[src/rtl/spim_pkg.sv]
package spim_pkg;
  // Register word indices (byte offset / 4)
  localparam int REG_DIV = 0;
  localparam int REG_TX  = 1;
  localparam int REG_RX  = 2;
  localparam int REG_CTL = 3;
  localparam int REG_IEN = 4;
  localparam int REG_ALT = 6;

  localparam int CTL_W      = 13;
  localparam int IEB_TXDONE = 2;

  // Control word, bit 12 down to bit 0
  typedef struct packed {
    logic       rxf_on;  // 12
    logic       txf_on;  // 11
    logic       loop;    // 10
    logic       en;      // 9
    logic       master;  // 8
    logic       srst;    // 7
    logic       cpol;    // 6
    logic       cpha;    // 5
    logic       msb;     // 4
    logic [3:0] len_m1;  // 3:0
  } ctl_t;
endpackage

[src/rtl/spim_fifo.sv]
module spim_fifo #(
  parameter int W     = 16,
  parameter int DEPTH = 8
) (
  input  logic         clk,
  input  logic         rst,
  input  logic         flush,
  input  logic         limit_one,
  input  logic         push,
  input  logic [W-1:0] din,
  input  logic         pop,
  output logic [W-1:0] dout,
  output logic         empty
);
  localparam int AW = $clog2(DEPTH);
  localparam int CW = AW + 1;

  logic [W-1:0]  mem [DEPTH];
  logic [AW-1:0] wp, rp;
  logic [CW-1:0] cnt;
  logic          full, do_push, do_pop;

  always_comb begin
    full    = limit_one ? (cnt != '0) : (cnt == CW'(DEPTH));
    empty   = (cnt == '0);
    do_push = push && !full;
    do_pop  = pop && !empty;
    dout    = mem[rp];
  end

  // storage without reset so it maps onto RAM
  always_ff @(posedge clk) begin
    if (do_push) mem[wp] <= din;
  end

  always_ff @(posedge clk) begin
    if (rst || flush) begin
      wp  <= '0;
      rp  <= '0;
      cnt <= '0;
    end else begin
      if (do_push) wp <= (wp == AW'(DEPTH - 1)) ? '0 : wp + 1'b1;
      if (do_pop)  rp <= (rp == AW'(DEPTH - 1)) ? '0 : rp + 1'b1;
      case ({do_push, do_pop})
        2'b10:   cnt <= cnt + 1'b1;
        2'b01:   cnt <= cnt - 1'b1;
        default: cnt <= cnt;
      endcase
    end
  end

  AST_NO_OVERFLOW: assert property (@(posedge clk) disable iff (rst)
    (push && full && !pop && !flush) |=> (cnt == $past(cnt))) else $error("push into full queue changed count");

  AST_NO_UNDERFLOW: assert property (@(posedge clk) disable iff (rst)
    (pop && empty && !push && !flush) |=> empty) else $error("pop from empty queue left data");
endmodule

[src/rtl/spim_baud.sv]
module spim_baud #(
  parameter int DIV_W = 16
) (
  input  logic             clk,
  input  logic             rst,
  input  logic             run,
  input  logic [DIV_W-1:0] div,
  output logic             tick
);
  logic [DIV_W-1:0] cnt, lim;

  // div - 1 wraps a zero divider to the full 2^DIV_W period
  always_comb begin
    lim  = div - 1'b1;
    tick = run && (cnt == lim);
  end

  always_ff @(posedge clk) begin
    if (rst || !run) cnt <= '0;
    else if (tick)   cnt <= '0;
    else             cnt <= cnt + 1'b1;
  end
endmodule

[src/rtl/spim_shifter.sv]
module spim_shifter #(
  parameter int DIV_W = 16,
  parameter int MAXW  = 16
) (
  input  logic                     clk,
  input  logic                     rst,
  input  logic                     srst_i,
  input  logic                     go_i,
  input  logic                     tx_avail_i,
  input  logic [MAXW-1:0]          tx_word_i,
  input  logic [$clog2(MAXW)-1:0]  len_m1_i,
  input  logic                     msb_i,
  input  logic                     cpha_i,
  input  logic                     cpol_i,
  input  logic                     loop_i,
  input  logic [DIV_W-1:0]         div_i,
  input  logic                     miso_i,
  output logic                     tx_pop_o,
  output logic                     rx_push_o,
  output logic [MAXW-1:0]          rx_word_o,
  output logic                     busy_o,
  output logic                     sck_o,
  output logic                     mosi_o
);
  localparam int LW = $clog2(MAXW);

  logic            busy_q, half_q, first_q, sck_q, mosi_q;
  logic            msb_q, cpha_q, loop_q, rx_push_q;
  logic [LW-1:0]   bit_q, len_q, bit_nx;
  logic [MAXW-1:0] word_q, acc_q, acc_nx, rx_word_q;
  logic [DIV_W-1:0] div_q;
  logic            tick, start, lead, trail, samp, last, adv, miso_eff;

  function automatic logic [LW-1:0] pos(input logic m, input logic [LW-1:0] l,
                                        input logic [LW-1:0] i);
    return m ? (l - i) : i;
  endfunction

  spim_baud #(.DIV_W(DIV_W)) u_baud (
    .clk  (clk),
    .rst  (rst),
    .run  (busy_q),
    .div  (div_q),
    .tick (tick)
  );

  always_comb begin
    start    = !busy_q && go_i && tx_avail_i && !srst_i;
    lead     = tick && !half_q;
    trail    = tick && half_q;
    samp     = cpha_q ? trail : lead;
    miso_eff = loop_q ? mosi_q : miso_i;
    acc_nx   = acc_q;
    if (samp) acc_nx[pos(msb_q, len_q, bit_q)] = miso_eff;
    last     = trail && (bit_q == len_q);
    adv      = cpha_q ? (lead && !first_q) : (trail && (bit_q != len_q));
    bit_nx   = bit_q + 1'b1;
  end

  always_ff @(posedge clk) begin
    if (rst) begin
      busy_q <= 1'b0; half_q <= 1'b0; first_q <= 1'b0; sck_q <= 1'b0;
      mosi_q <= 1'b0; msb_q <= 1'b0; cpha_q <= 1'b0; loop_q <= 1'b0;
      rx_push_q <= 1'b0; bit_q <= '0; len_q <= '0; word_q <= '0;
      acc_q <= '0; rx_word_q <= '0; div_q <= '0;
    end else if (srst_i) begin
      busy_q    <= 1'b0;
      rx_push_q <= 1'b0;
      sck_q     <= cpol_i;
    end else begin
      rx_push_q <= 1'b0;
      if (start) begin
        busy_q  <= 1'b1;
        half_q  <= 1'b0;
        first_q <= 1'b1;
        bit_q   <= '0;
        len_q   <= len_m1_i;
        msb_q   <= msb_i;
        cpha_q  <= cpha_i;
        loop_q  <= loop_i;
        div_q   <= div_i;
        word_q  <= tx_word_i;
        acc_q   <= '0;
        mosi_q  <= tx_word_i[pos(msb_i, len_m1_i, '0)];
      end else if (busy_q) begin
        if (tick) begin
          sck_q  <= ~sck_q;
          half_q <= ~half_q;
        end
        if (lead) first_q <= 1'b0;
        acc_q <= acc_nx;
        if (adv) begin
          bit_q  <= bit_nx;
          mosi_q <= word_q[pos(msb_q, len_q, bit_nx)];
        end
        if (last) begin
          busy_q    <= 1'b0;
          rx_push_q <= 1'b1;
          rx_word_q <= acc_nx;
        end
      end else begin
        sck_q <= cpol_i;
      end
    end
  end

  assign tx_pop_o  = start;
  assign rx_push_o = rx_push_q;
  assign rx_word_o = rx_word_q;
  assign busy_o    = busy_q;
  assign sck_o     = sck_q;
  assign mosi_o    = mosi_q;

  AST_SCK_IDLE: assert property (@(posedge clk) disable iff (rst)
    (!busy_q && $past(!busy_q)) |-> (sck_q == $past(cpol_i))) else $error("SCK not at idle level");

  AST_START_GATED: assert property (@(posedge clk) disable iff (rst)
    $rose(busy_q) |-> $past(go_i && tx_avail_i)) else $error("word started without permission");
endmodule

[src/rtl/spim_ctrl.sv]
module spim_ctrl
  import spim_pkg::*;
#(
  parameter int ADDR_W     = 5,
  parameter int DIV_W      = 16,
  parameter int FIFO_DEPTH = 8,
  parameter int MAXW       = 16
) (
  input  logic              clk,
  input  logic              rst,
  input  logic [ADDR_W-1:0] bus_addr,
  input  logic              bus_wr,
  input  logic              bus_rd,
  input  logic [31:0]       bus_wdata,
  output logic [31:0]       bus_rdata,
  input  logic              miso_i,
  output logic              sck_o,
  output logic              mosi_o,
  output logic              irq_o
);
  localparam int LW = $clog2(MAXW);

  ctl_t             ctl_q;
  logic [DIV_W-1:0] div_q;
  logic             ien_q, irq_q;
  logic [31:0]      rdata_q;
  logic [ADDR_W-3:0] sel;
  logic             tx_wr, rx_rd, tx_pop, tx_empty, rx_empty, rx_push, busy, go;
  logic [MAXW-1:0]  tx_dout, rx_dout, rx_word;
  logic             unused_bits;

  always_comb begin
    sel   = bus_addr[ADDR_W-1:2];
    tx_wr = bus_wr && (int'(sel) == REG_TX);
    rx_rd = bus_rd && (int'(sel) == REG_RX);
    go    = ctl_q.en && ctl_q.master;
  end

  assign unused_bits = ^{bus_addr[1:0], bus_wdata};

  always_ff @(posedge clk) begin
    if (rst) begin
      div_q   <= '0;
      ctl_q   <= '0;
      ien_q   <= 1'b0;
      rdata_q <= '0;
      irq_q   <= 1'b0;
    end else begin
      if (bus_wr) begin
        case (int'(sel))
          REG_DIV: div_q <= bus_wdata[DIV_W-1:0];
          REG_CTL: ctl_q <= ctl_t'(bus_wdata[CTL_W-1:0]);
          REG_IEN: ien_q <= bus_wdata[IEB_TXDONE];
          default: ;
        endcase
      end
      if (bus_rd) begin
        case (int'(sel))
          REG_DIV: rdata_q <= 32'(div_q);
          REG_CTL: rdata_q <= 32'(ctl_q);
          REG_IEN: rdata_q <= 32'(ien_q) << IEB_TXDONE;
          REG_RX:  rdata_q <= rx_empty ? '0 : 32'(rx_dout);
          default: rdata_q <= '0;
        endcase
      end
      irq_q <= ien_q && tx_empty && !busy;
    end
  end

  spim_fifo #(.W(MAXW), .DEPTH(FIFO_DEPTH)) u_txq (
    .clk       (clk),
    .rst       (rst),
    .flush     (ctl_q.srst),
    .limit_one (!ctl_q.txf_on),
    .push      (tx_wr),
    .din       (bus_wdata[MAXW-1:0]),
    .pop       (tx_pop),
    .dout      (tx_dout),
    .empty     (tx_empty)
  );

  spim_fifo #(.W(MAXW), .DEPTH(FIFO_DEPTH)) u_rxq (
    .clk       (clk),
    .rst       (rst),
    .flush     (ctl_q.srst),
    .limit_one (!ctl_q.rxf_on),
    .push      (rx_push),
    .din       (rx_word),
    .pop       (rx_rd),
    .dout      (rx_dout),
    .empty     (rx_empty)
  );

  spim_shifter #(.DIV_W(DIV_W), .MAXW(MAXW)) u_shift (
    .clk        (clk),
    .rst        (rst),
    .srst_i     (ctl_q.srst),
    .go_i       (go),
    .tx_avail_i (!tx_empty),
    .tx_word_i  (tx_dout),
    .len_m1_i   (LW'(ctl_q.len_m1)),
    .msb_i      (ctl_q.msb),
    .cpha_i     (ctl_q.cpha),
    .cpol_i     (ctl_q.cpol),
    .loop_i     (ctl_q.loop),
    .div_i      (div_q),
    .miso_i     (miso_i),
    .tx_pop_o   (tx_pop),
    .rx_push_o  (rx_push),
    .rx_word_o  (rx_word),
    .busy_o     (busy),
    .sck_o      (sck_o),
    .mosi_o     (mosi_o)
  );

  assign bus_rdata = rdata_q;
  assign irq_o     = irq_q;

  AST_IRQ_QUIET: assert property (@(posedge clk) disable iff (rst)
    $past(busy) |-> !irq_q) else $error("interrupt while shifting");

  AST_EMPTY_READ: assert property (@(posedge clk) disable iff (rst)
    (rx_rd && rx_empty) |=> (bus_rdata == '0)) else $error("empty receive read not zero");
endmodule

[config.mk]
export PLATFORM = sky130hd
export DESIGN_NAME = spim_ctrl
export DESIGN_NICKNAME = d
export VERILOG_FILES = /design/src/rtl/spim_pkg.sv /design/src/rtl/spim_fifo.sv /design/src/rtl/spim_baud.sv /design/src/rtl/spim_shifter.sv /design/src/rtl/spim_ctrl.sv
export SDC_FILE = /design/constraint.sdc
export NUM_CORES = 1
export LEC_CHECK = 0
export BUFFER_PORTS_ARGS = -buffer_cell sky130_fd_sc_hd__buf_2
export CAP_MARGIN = 10
export CORE_UTILIZATION = 31
export CTS_CLUSTER_DIAMETER = 80
export DETAILED_ROUTE_END_ITERATION = 6
export SETUP_SLACK_MARGIN = 0.02
export SLEW_MARGIN = 10
export SYNTH_ARGS = -nofsm -noshare
export SYNTH_HDL_FRONTEND = slang
export SYNTH_HIERARCHICAL = 1
export SYNTH_SLANG_ARGS = --single-unit
export TNS_END_PERCENT = 1
[constraint.sdc]
create_clock -name clk -period 4.1 [get_ports clk]
set_clock_uncertainty 0.05 [all_clocks]
set_input_delay 0.615 -clock clk [delete_from_list [all_inputs] [get_ports clk]]
set_output_delay 0.615 -clock clk [all_outputs]
set_load 0.1 [all_outputs]
==> results.json <==
{
  "post-dp-hpwl_um": 29800,
  "synthXorXnorAreaFrac_pct": 2.16,
  "required_ps": 4480,
  "detail_route.iter0.violations": 761,
  "utilization_pct": 35.8,
  "insertion_delay_ps": 580,
  "grt_max_degree": 75,
  "ant_nets": 0,
  "start_util_pct": 31.5,
  "crit_type": "reg2reg",
  "path_max_fanout": 12,
  "cts_buffers": 45,
  "finalSetupViolCount": 0,
  "endpoint_kind": "register",
  "vdd_drop_max_mv": 0.330,
  "leakagePower_nw": 6.79,
  "worst_pin_slew_ps": 1070,
  "die_h_um": 250,
  "yosys.area_share.simple_pct": 13.2,
  "final-seq-area_um2": 11100,
  "worst_setup_path_start_kind": "register",
  "port_buffers": 42,
  "vias": 12100,
  "dieWidth_um": 250,
  "power_mw": 9.03,
  "synth_top_area_cell": "edfxtp_1",
  "synth_area_um2": 19100,
  "synth-adder-area-share_pct": 1.72,
  "synth_top_family_by_area": "simple AND/OR/NAND/NOR gates",
  "grt_antenna_before_repair": 3,
  "max_slew_margin_pct": 28.0,
  "core_um2": 60600,
  "grt_pass1_vias": 11900,
  "grt_overflow": 0,
  "placedCellCount": 2268,
  "syn_inst": 1494,
  "maxCapViolations": 0,
  "period_minus_slack_ps": 3940,
  "root_buffer": "clkbuf_16",
  "clk_pin_slew_ps": 60,
  "rows": 90,
  "ys_warn_count": 6,
  "hold_path_depth": 1,
  "arrival_ps": 4310,
  "fillers": 5873,
  "status": "finished, final reports clean",
  "grt_pass1_wl_um": 69100,
  "viasPerCell": 5.14,
  "holdWs_ps": 312,
  "drive_gt1_share_pct": 20.4,
  "fin_crit_sh_pct": 96.0,
  "yosysSeqAreaShare_pct": 58.2,
  "htreeDepth": 2,
  "ys_ff_latch": 426,
  "async_reset_ff_share_pct": 0,
  "post-route-drc-count": 0,
  "cts_tree": "done",
  "fin_cells": 2352,
  "routed_wl_um": 44400,
  "final_nets": 1600,
  "power_density_nw_per_um2": 417,
  "yosysUniqueCellTypes": 95,
  "antenna_cells": 0,
  "synthToLayoutAreaGrowth_pct": 13.6,
  "drt-wirelength-per-cell_um": 18.9,
  "track_usage_pct": 14.2,
  "die_area_um2": 62500,
  "rsz0062_at_grt": "false",
  "synth_flop_cell": "edfxtp_1",
  "post-cts-setup-buffers": 0,
  "r2r_cells": 12,
  "avgSynthCellArea_um2": 12.8,
  "dr.pass1.iters": 5,
  "synth.area.top_cells": "edfxtp_1, dfxtp_1, mux4_2, nand2_1, a21oi_1",
  "final_max_slew_viol_count": 0,
  "finalHoldViolCount": 0,
  "multi_input_area_um2": 7420,
  "setup-tns-final_ps": 0,
  "synth_compound_area_share_pct": 9.41,
  "synthMuxAreaShare_pct": 11.6,
  "gp_congestion": 0.836,
  "io_pins": 77,
  "hp-class": "in2reg",
  "synth_edf_count": 256,
  "synth_top_area_share_pct": 40.3,
  "clockBufferDepth": 3,
  "numClockSinks": 426,
  "max_freq_ghz": 0.254
}
final timing paths:
path	slack [ps]	endpoint	from
min reg2reg	410	u_shift/word_q[9]$_SDFFE_PP0P_	u_shift/word_q[9]$_SDFFE_PP0P_
max	160	u_shift/acc_q[6]$_SDFFE_PP0P_	u_shift/div_q[1]$_SDFFE_PP0P_
min	310	u_txq/mem[7][4]$_DFFE_PP_	bus_wdata[4]
max reg2reg	160	u_shift/acc_q[6]$_SDFFE_PP0P_	u_shift/div_q[1]$_SDFFE_PP0P_
per-stage QoR:
step	instance area, um2	worst slack (ps)
global route	21700	32.5
detailed placement	20100	126
CTS	21700	100
floorplan	19100	258
finish	21700	162
global placement	20100	245
layout by cell type, fill, tap and decap left out, drive strengths merged, types with 7 or more instances in the layout:
| cell | count |
|---|---|
| or3 | 16 |
| nor4b | 7 |
| mux4 | 69 |
| a21oi | 125 |
| o211ai | 16 |
| inv | 26 |
| nor4 | 14 |
| o31ai | 10 |
| bufinv | 8 |
| and3b | 17 |
| mux2i | 26 |
| nand3 | 38 |
| ha | 23 |
| buf | 79 |
| xnor2 | 30 |
| nand4 | 11 |
| conb | 16 |
| mux2 | 34 |
| nor3 | 22 |
| a22oi | 32 |
| clkbuf | 56 |
| nor3b | 10 |
| o311ai | 7 |
| nor2b | 26 |
| nor2 | 40 |
| dfxtp | 170 |
| clkinv | 17 |
| o21ai | 39 |
| edfxtp | 256 |
| nand2b | 10 |
| xor2 | 17 |
| nand2 | 219 |
critical path, cell delays in order (launching register included):
cell and delay, ps:
dfxtp_1 360, inv_1 80, ha_1 150, or4b_1 620
nor3_4 220, xnor2_1 120, or4_4 450, nor3_1 240
and3_2 350, nand2_1 130, or3_4 420, o311ai_0 450
o31ai_1 130
cell usage after synthesis, drive strengths merged, types with 7 or more instances:
master / n
nor3b: 10
or3: 16
ha: 23
buf: 62
xnor2: 30
clkbuf: 40
mux2i: 26
nor2: 40
a22oi: 32
nand4: 11
a21oi: 125
nand3: 38
nor2b: 26
nor4: 14
nand2b: 10
dfxtp: 170
nor4b: 7
mux4: 69
o21ai: 39
nand2: 219
o311ai: 7
nor3: 22
o31ai: 10
and3b: 17
edfxtp: 256
mux2: 34
xor2: 17
inv: 24
o211ai: 16
state kept, by name, summed over array words and instances, names as in the netlist, 3 cells and up, named ones only:
signal              count
u_shift/u_baud/cnt     16
u_shift/bit_q           4
u_rxq/wp                3
u_rxq/cnt               4
u_txq/wp                3
ctl_q                  13
u_txq/cnt               4
u_shift/len_q           4
bus_rdata              16
u_shift/rx_word_o      16
u_shift/div_q          16
u_rxq/mem             128
u_txq/rp                3
u_rxq/rp                3
u_txq/mem             128
u_shift/acc_q          16
u_shift/word_q         16
div_q                  16
where the power goes:
part	leakage (nW)	internal (mW)	switching [mW]
sequential	3.58	4.52	0.0124
clock	0.770	2.60	1.70
combinational	2.44	0.0374	0.169
total	6.79	7.15	1.88
logic make-up (layout without fill, tap and decap cells):
group           count (synthesis)  in the layout
other cells                     1             16
buf+inv                       126            187
fa+ha+maj                      25             25
mux                           129            129
xor+xnor                       47             47
simple gates                  473            473
flops                         426            426
compound gates                267            267
metal layers:
metal  wire length, um  global-route usage [%]
met1             19500                    18.6
met2             21300                    23.6
met3              2260                    2.57
met4              1270                    5.10
met5                10                       0
repair_timing:
item	4_1_cts	5_1_grt
setup endpoints to repair	0	4
hold buffers	0	0
gates resized for setup	0	2
cell type report:
cell class	instances	share of cell area [%]
clock buffers	56	5.53
inverters	24	0.416
multi-input cells	957	34.3
well taps	782	4.52
flip-flops and latches	426	51.2
clock inverters	28	1.74
repair buffers	79	2.32
Note: power is estimated with default switching activity, not from simulation.
